**src/rtl/mon_rx_pkg.sv**
```systemverilog
package mon_rx_pkg;
    typedef enum logic [1:0] {
        ST_IDLE     = 2'd0,
        ST_COLLECT  = 2'd1,
        ST_ACKED    = 2'd2,
        ST_RELEASED = 2'd3
    } hs_state_e;
endpackage

```
**src/rtl/mon_rx_cmp.sv**
```systemverilog
module mon_rx_cmp #(
    parameter int DW = 8
) (
    input  logic          clk,
    input  logic          rst,
    input  logic          frame_stb,
    input  logic [DW-1:0] mon_byte,
    output logic          same_byte
);
    typedef struct packed {
        logic [DW-1:0] prev;
    } cmp_reg_t;

    cmp_reg_t r_d, r_q;

    // last frame's byte is kept every frame, valid bit active or not
    always_comb begin
        r_d = r_q;
        if (frame_stb) r_d.prev = mon_byte;
    end

    always_ff @(posedge clk) begin
        if (rst) r_q <= '{prev: '1};
        else     r_q <= r_d;
    end

    assign same_byte = (mon_byte == r_q.prev);
endmodule

```
**src/rtl/mon_rx_idle.sv**
```systemverilog
module mon_rx_idle #(
    parameter int QUIET_FRAMES = 2
) (
    input  logic clk,
    input  logic rst,
    input  logic frame_stb,
    input  logic mx_n,
    input  logic mr_n,
    output logic idle
);
    localparam int CW = $clog2(QUIET_FRAMES + 1);
    localparam logic [CW-1:0] LIMIT = CW'(QUIET_FRAMES);

    typedef struct packed {
        logic [CW-1:0] cnt;
        logic          idle;
    } idle_reg_t;

    idle_reg_t r_d, r_q;

    always_comb begin
        r_d = r_q;
        if (frame_stb) begin
            if (mx_n && mr_n) begin
                if (r_q.cnt != LIMIT) r_d.cnt = r_q.cnt + 1'b1;
            end else begin
                r_d.cnt = '0;
            end
            r_d.idle = (r_d.cnt == LIMIT);
        end
    end

    always_ff @(posedge clk) begin
        if (rst) r_q <= '{cnt: '0, idle: 1'b0};
        else     r_q <= r_d;
    end

    assign idle = r_q.idle;

    // idle only rises after a strobe that saw both bits released
    a_r9_idle_rise: assert property (@(posedge clk) disable iff (rst)
        $rose(idle) |-> ($past(frame_stb) && $past(mx_n) && $past(mr_n)));
    // idle moves only after a strobe
    a_r10_idle_hold: assert property (@(posedge clk) disable iff (rst)
        !$stable(idle) |-> $past(frame_stb));
endmodule

```
**src/rtl/mon_rx_fsm.sv**
```systemverilog
module mon_rx_fsm
    import mon_rx_pkg::*;
#(
    parameter int DW = 8
) (
    input  logic          clk,
    input  logic          rst,
    input  logic          frame_stb,
    input  logic          mx_n,
    input  logic [DW-1:0] mon_byte,
    input  logic          same_byte,
    output logic          mr_n,
    output logic          byte_vld,
    output logic [DW-1:0] byte_out,
    output logic          eom,
    output logic          err
);
    typedef struct packed {
        hs_state_e     st;
        logic          mr_n;
        logic          vld;
        logic [DW-1:0] data;
        logic          eom;
        logic          err;
    } fsm_reg_t;

    fsm_reg_t r_d, r_q;

    always_comb begin
        r_d     = r_q;
        r_d.vld = 1'b0;
        r_d.eom = 1'b0;
        r_d.err = 1'b0;
        if (frame_stb) begin
            unique case (r_q.st)
                ST_IDLE: begin
                    r_d.mr_n = 1'b1;
                    if (!mx_n) r_d.st = ST_COLLECT;
                end
                ST_COLLECT: begin
                    if (mx_n) begin
                        r_d.err = 1'b1;
                        r_d.st  = ST_IDLE;
                    end else if (same_byte) begin
                        r_d.mr_n = 1'b0;
                        r_d.vld  = 1'b1;
                        r_d.data = mon_byte;
                        r_d.st   = ST_ACKED;
                    end
                end
                ST_ACKED: begin
                    if (mx_n) begin
                        r_d.mr_n = 1'b1;
                        r_d.st   = ST_RELEASED;
                    end
                end
                ST_RELEASED: begin
                    if (mx_n) begin
                        r_d.eom = 1'b1;
                        r_d.st  = ST_IDLE;
                    end else begin
                        r_d.st = ST_COLLECT;
                    end
                end
                default: r_d.st = ST_IDLE;
            endcase
        end
    end

    always_ff @(posedge clk) begin
        if (rst) begin
            r_q <= '{st: ST_IDLE, mr_n: 1'b1, vld: 1'b0, data: '0,
                     eom: 1'b0, err: 1'b0};
        end else begin
            r_q <= r_d;
        end
    end

    assign mr_n     = r_q.mr_n;
    assign byte_vld = r_q.vld;
    assign byte_out = r_q.data;
    assign eom      = r_q.eom;
    assign err      = r_q.err;

    // acceptance comes with the acknowledge bit active
    a_r2_vld_acks: assert property (@(posedge clk) disable iff (rst)
        byte_vld |-> !mr_n);
    // accepted byte equals what was on the bus at the strobe
    a_r2_vld_data: assert property (@(posedge clk) disable iff (rst)
        byte_vld |-> (byte_out == $past(mon_byte) && !$past(mx_n)));
    // end of message only with acknowledge released
    a_r7_eom_released: assert property (@(posedge clk) disable iff (rst)
        eom |-> mr_n);
    // abort never acknowledges
    a_r8_err_no_ack: assert property (@(posedge clk) disable iff (rst)
        err |-> (mr_n && !byte_vld));
    // acknowledge bit moves only after a strobe
    a_r10_mr_hold: assert property (@(posedge clk) disable iff (rst)
        !$stable(mr_n) |-> $past(frame_stb));
    // pulses last one clock
    a_r11_one_clock: assert property (@(posedge clk) disable iff (rst)
        (byte_vld || eom || err) |=> !(byte_vld || eom || err));
endmodule

```
**src/rtl/mon_rx_hs.sv**
```systemverilog
module mon_rx_hs #(
    parameter int DW           = 8,
    parameter int QUIET_FRAMES = 2
) (
    input  logic          clk,
    input  logic          rst,
    input  logic          frame_stb,
    input  logic          mx_n,
    input  logic [DW-1:0] mon_byte,
    output logic          mr_n,
    output logic          byte_vld,
    output logic [DW-1:0] byte_out,
    output logic          eom,
    output logic          idle,
    output logic          err
);
    logic same_byte;

    mon_rx_cmp #(.DW(DW)) u_cmp (
        .clk       (clk),
        .rst       (rst),
        .frame_stb (frame_stb),
        .mon_byte  (mon_byte),
        .same_byte (same_byte)
    );

    mon_rx_fsm #(.DW(DW)) u_fsm (
        .clk       (clk),
        .rst       (rst),
        .frame_stb (frame_stb),
        .mx_n      (mx_n),
        .mon_byte  (mon_byte),
        .same_byte (same_byte),
        .mr_n      (mr_n),
        .byte_vld  (byte_vld),
        .byte_out  (byte_out),
        .eom       (eom),
        .err       (err)
    );

    mon_rx_idle #(.QUIET_FRAMES(QUIET_FRAMES)) u_idle (
        .clk       (clk),
        .rst       (rst),
        .frame_stb (frame_stb),
        .mx_n      (mx_n),
        .mr_n      (mr_n),
        .idle      (idle)
    );
endmodule

```
**config.mk**
```make
export PLATFORM = sky130hd
export DESIGN_NAME = mon_rx_hs
export DESIGN_NICKNAME = d
export VERILOG_FILES = /design/src/rtl/mon_rx_pkg.sv /design/src/rtl/mon_rx_cmp.sv /design/src/rtl/mon_rx_idle.sv /design/src/rtl/mon_rx_fsm.sv /design/src/rtl/mon_rx_hs.sv
export SDC_FILE = /design/constraint.sdc
export NUM_CORES = 1
export LEC_CHECK = 0
export ABC_AREA = 0
export BUFFER_PORTS_ARGS = -buffer_cell sky130_fd_sc_hd__buf_4
export CAP_MARGIN = 10
export CORE_MARGIN = 4
export CORE_UTILIZATION = 40
export DETAILED_ROUTE_END_ITERATION = 7
export GPL_ROUTABILITY_DRIVEN = 0
export PLACE_DENSITY = 0.6
export SYNTH_ARGS = -nofsm -noshare
export SYNTH_HDL_FRONTEND = slang
export SYNTH_SLANG_ARGS = --single-unit
```
**constraint.sdc**
```tcl
create_clock -name clk -period 1.45 [get_ports clk]
set_clock_uncertainty 0.05 [all_clocks]
set_input_delay 0.145 -clock clk [delete_from_list [all_inputs] [get_ports clk]]
set_output_delay 0.145 -clock clk [all_outputs]
set_load 0.005 [all_outputs]
```
==> flow_summary.json <==
{
  "vdd_ir_drop_max_mv": 0.543,
  "dp_cells": 167,
  "grt-ovfl-total": 0,
  "syn2layout_area_growth_pct": 23.5,
  "diodes": 0,
  "hold_class": "input port to register",
  "vias": 880,
  "synth_top_area_cell": "dfxtp_1",
  "worst_slack_ns": -0.0505,
  "maxCapViolCount": 0,
  "yosysSeqAreaShare_pct": 42.5,
  "post_cts_buffers": 0,
  "violations": "setup timing",
  "dieArea_um2": 3880,
  "wl_um": 2240,
  "clock-sinks": 25,
  "clock-root-buffer": "clkbuf_4",
  "min_from": "mon_byte[3]",
  "synthCells": 120,
  "cts_buffers": 3,
  "instances_no_fill": 176,
  "slew_headroom_pct": 80.0,
  "rrSetupSlack_ns": -0.05,
  "grt_setup_unrepaired": "true",
  "grt_pass1_wl_um": 3820,
  "drtAntennaViolNets": 0,
  "min_path_cells": 2,
  "finalCritPeriodShare_pct": 103,
  "cp.required_ns": 1.65,
  "endpoint_kind": "register",
  "drt_pass1_iterations": 2,
  "antenna_found_initial": 0,
  "htree_levels": 1,
  "hpwl_um": 1550,
  "finalSetupViolations": 8,
  "holdWs_ns": 0.0116,
  "cp_max_fo": 5,
  "core_um2": 2780,
  "cts_tree": "yes",
  "track_usage_pct": 11.9,
  "synth_cell_types": 28,
  "fmax_mhz": 666,
  "netlist_area_um2": 1180,
  "drv_slew": 0,
  "io_buffers": 24,
  "reg2reg_from": "u_cmp.r_q[0]$_SDFFE_PP1P_",
  "worst-setup-path-type": "register to register",
  "ys_seq_elements": 25,
  "clk_pin_slew_ns": 0.13,
  "via_per_inst": 5.00,
  "cp.arrival_ns": 1.70,
  "avgSynthCellArea_um2": 9.82,
  "r2r_end": "u_fsm.byte_out[5]$_SDFFE_PP0P_",
  "initial_core_util_pct": 42.4,
  "die_h_um": 62.3,
  "finalCriticalPeriod_ns": 1.50,
  "synth.top_cell.area_share_pct": 42.5,
  "drc_errors": 0,
  "grt_max_degree": 34,
  "grt_pass1_vias": 869,
  "reg2regPathDepth": 5,
  "clock_path_buffers": 2,
  "status": "finished, violations left",
  "startpoint": "u_cmp.r_q[0]$_SDFFE_PP1P_",
  "ys_warn_count": 0,
  "crit_path_start_kind": "register",
  "synthTopCellsByArea": "dfxtp_1, mux2i_1, nand2b_1",
  "drt-initial-drc-count": 21,
  "power_density_nw_per_um2": 819,
  "insertion_delay_ns": 0.31,
  "total_leakage_power_nw": 0.586,
  "layout-drive-gt1-share_pct": 29.0,
  "io_pins": 25,
  "tightest_slew_ns": 0.299,
  "avgRoutedWirePerCell_um": 12.7,
  "min_to": "u_cmp.r_q[3]$_SDFFE_PP1P_",
  "syn-num-nets": 133,
  "layout.nets": 159,
  "die_w_um": 62.3,
  "hold_violations": 0,
  "num_rows": 19
}
==> kinds of logic after synthesis <==
| family | count (synthesis) | synth area share, % |
|---|---|---|
| AND/OR/NAND/NOR | 43 | 23.0 |
| multiplexers | 10 | 8.49 |
| adder cells (fa/ha/maj) | 1 | 1.06 |
| AO/OA/AOI/OAI | 15 | 9.87 |
| XOR/XNOR | 8 | 5.95 |
| buffers and inverters | 18 | 9.13 |
| flip-flops | 25 | 42.5 |
==> report_power, final <==
part	switching [mW]	total [mW]	internal [mW]
Clock	0.194	0.302	0.107
Sequential	0.0131	0.722	0.709
Combinational	0.0787	0.169	0.0900
==> timing repair <==
item / CTS / global route
endpoints found under the setup margin: 9 / 10
resized for setup: 5 / 3
hold buffers: 4 / 1
pin swaps: 4 / 4
hold endpoints to repair: 4 / 1
==> cells in the mapped netlist <==
cell / instances
buf_6: 1
nand3_1: 2
nor2b_1: 9
ha_1: 1
nand4_1: 2
buf_4: 8
nand2_1: 2
a211o_1: 7
o21bai_1: 1
nor3_1: 1
nor2_1: 3
nand2b_1: 16
nor4b_1: 2
buf_2: 2
and2_1: 1
dfxtp_1: 25
clkbuf_1: 3
or2b_1: 1
a211o_2: 1
o21ba_2: 1
inv_1: 4
xor2_1: 8
and3_1: 2
a21oi_1: 3
o21ai_0: 1
o211ai_1: 1
mux2i_1: 10
nor4_2: 2
==> routing by layer <==
metal,vias to the layer above,track usage [%],routed length [um]
met1,419,14.1,1010
li1,446,-,-
met5,-,0,0
met4,0,5.57,17
met2,13,20.2,1100
met3,2,2.52,107
==> final cells by class <==
class / count / area (um2)
clock buffer: 4 / 26.3
fill: 261 / 1330
inverter: 4 / 15.0
multi-input combinational: 77 / 587
sequential: 25 / 505
tap: 31 / 38.8
timing repair buffer: 35 / 283
==> cells in the final DEF (no fill, tap or decap), drive strengths merged, types with 2 or more instances in the layout <==
cell and instances:
clkbuf 4, inv 4, nor4 2, nand3 2, dfxtp 25, nand4 2
nor2b 9, nand2 2, nand2b 16, nor4b 2, a21oi 3, mux2i 10
a211o 8, buf 30, nor2 3, and3 2, xor2 8, dlygate4sd3 5
==> state kept, by name, indices dropped and copies added (netlist names), named ones only <==
signal / count
u_fsm.byte_out: 8
u_fsm.err: 1
u_fsm.byte_vld: 1
u_cmp.r_q: 8
u_fsm.mr_n: 1
u_fsm.r_q: 1
u_fsm.eom: 1
u_idle.idle: 1
u_idle.r_q: 2
==> how the worst max path moves through the flow <==
stage                     slack (ns)                        endpoint  depth (start not counted)
after detailed placement       -0.05  u_fsm.byte_out[1]$_SDFFE_PP0P_                          5
after CTS                      -0.08  u_fsm.byte_out[5]$_SDFFE_PP0P_                          5
after global routing           -0.16  u_fsm.byte_out[3]$_SDFFE_PP0P_                          5
after floorplan                 0.06  u_fsm.byte_out[0]$_SDFFE_PP0P_                          5
after global placement         -0.04  u_fsm.byte_out[6]$_SDFFE_PP0P_                          5
final                          -0.05  u_fsm.byte_out[5]$_SDFFE_PP0P_                          5
==> worst max-delay path, stage by stage (launching register included) <==
cell	delay [ns]
dfxtp_2	0.34
xor2_1	0.16
nor4_4	0.33
and3_1	0.25
buf_6	0.14
mux2i_1	0.17
==> stage by stage <==
stage / setup WS, ns / utilization [%] / area (um2) / TNS [ns] / power (mW)
after floorplan: 0.0559 / - / 1180 / 0 / 0.826
after global placement: -0.0397 / 48.5 / 1350 / -0.283 / 0.883
after detailed placement: -0.0513 / 48.5 / 1350 / -0.294 / 0.886
after CTS: -0.0752 / 51.6 / 1430 / -0.546 / 1.20
after global routing: -0.158 / 52.3 / 1460 / -1.15 / 1.26
final: -0.0505 / 52.3 / 1460 / -0.355 / 1.19
No activity file was read; power rests on OpenSTA's default activity.
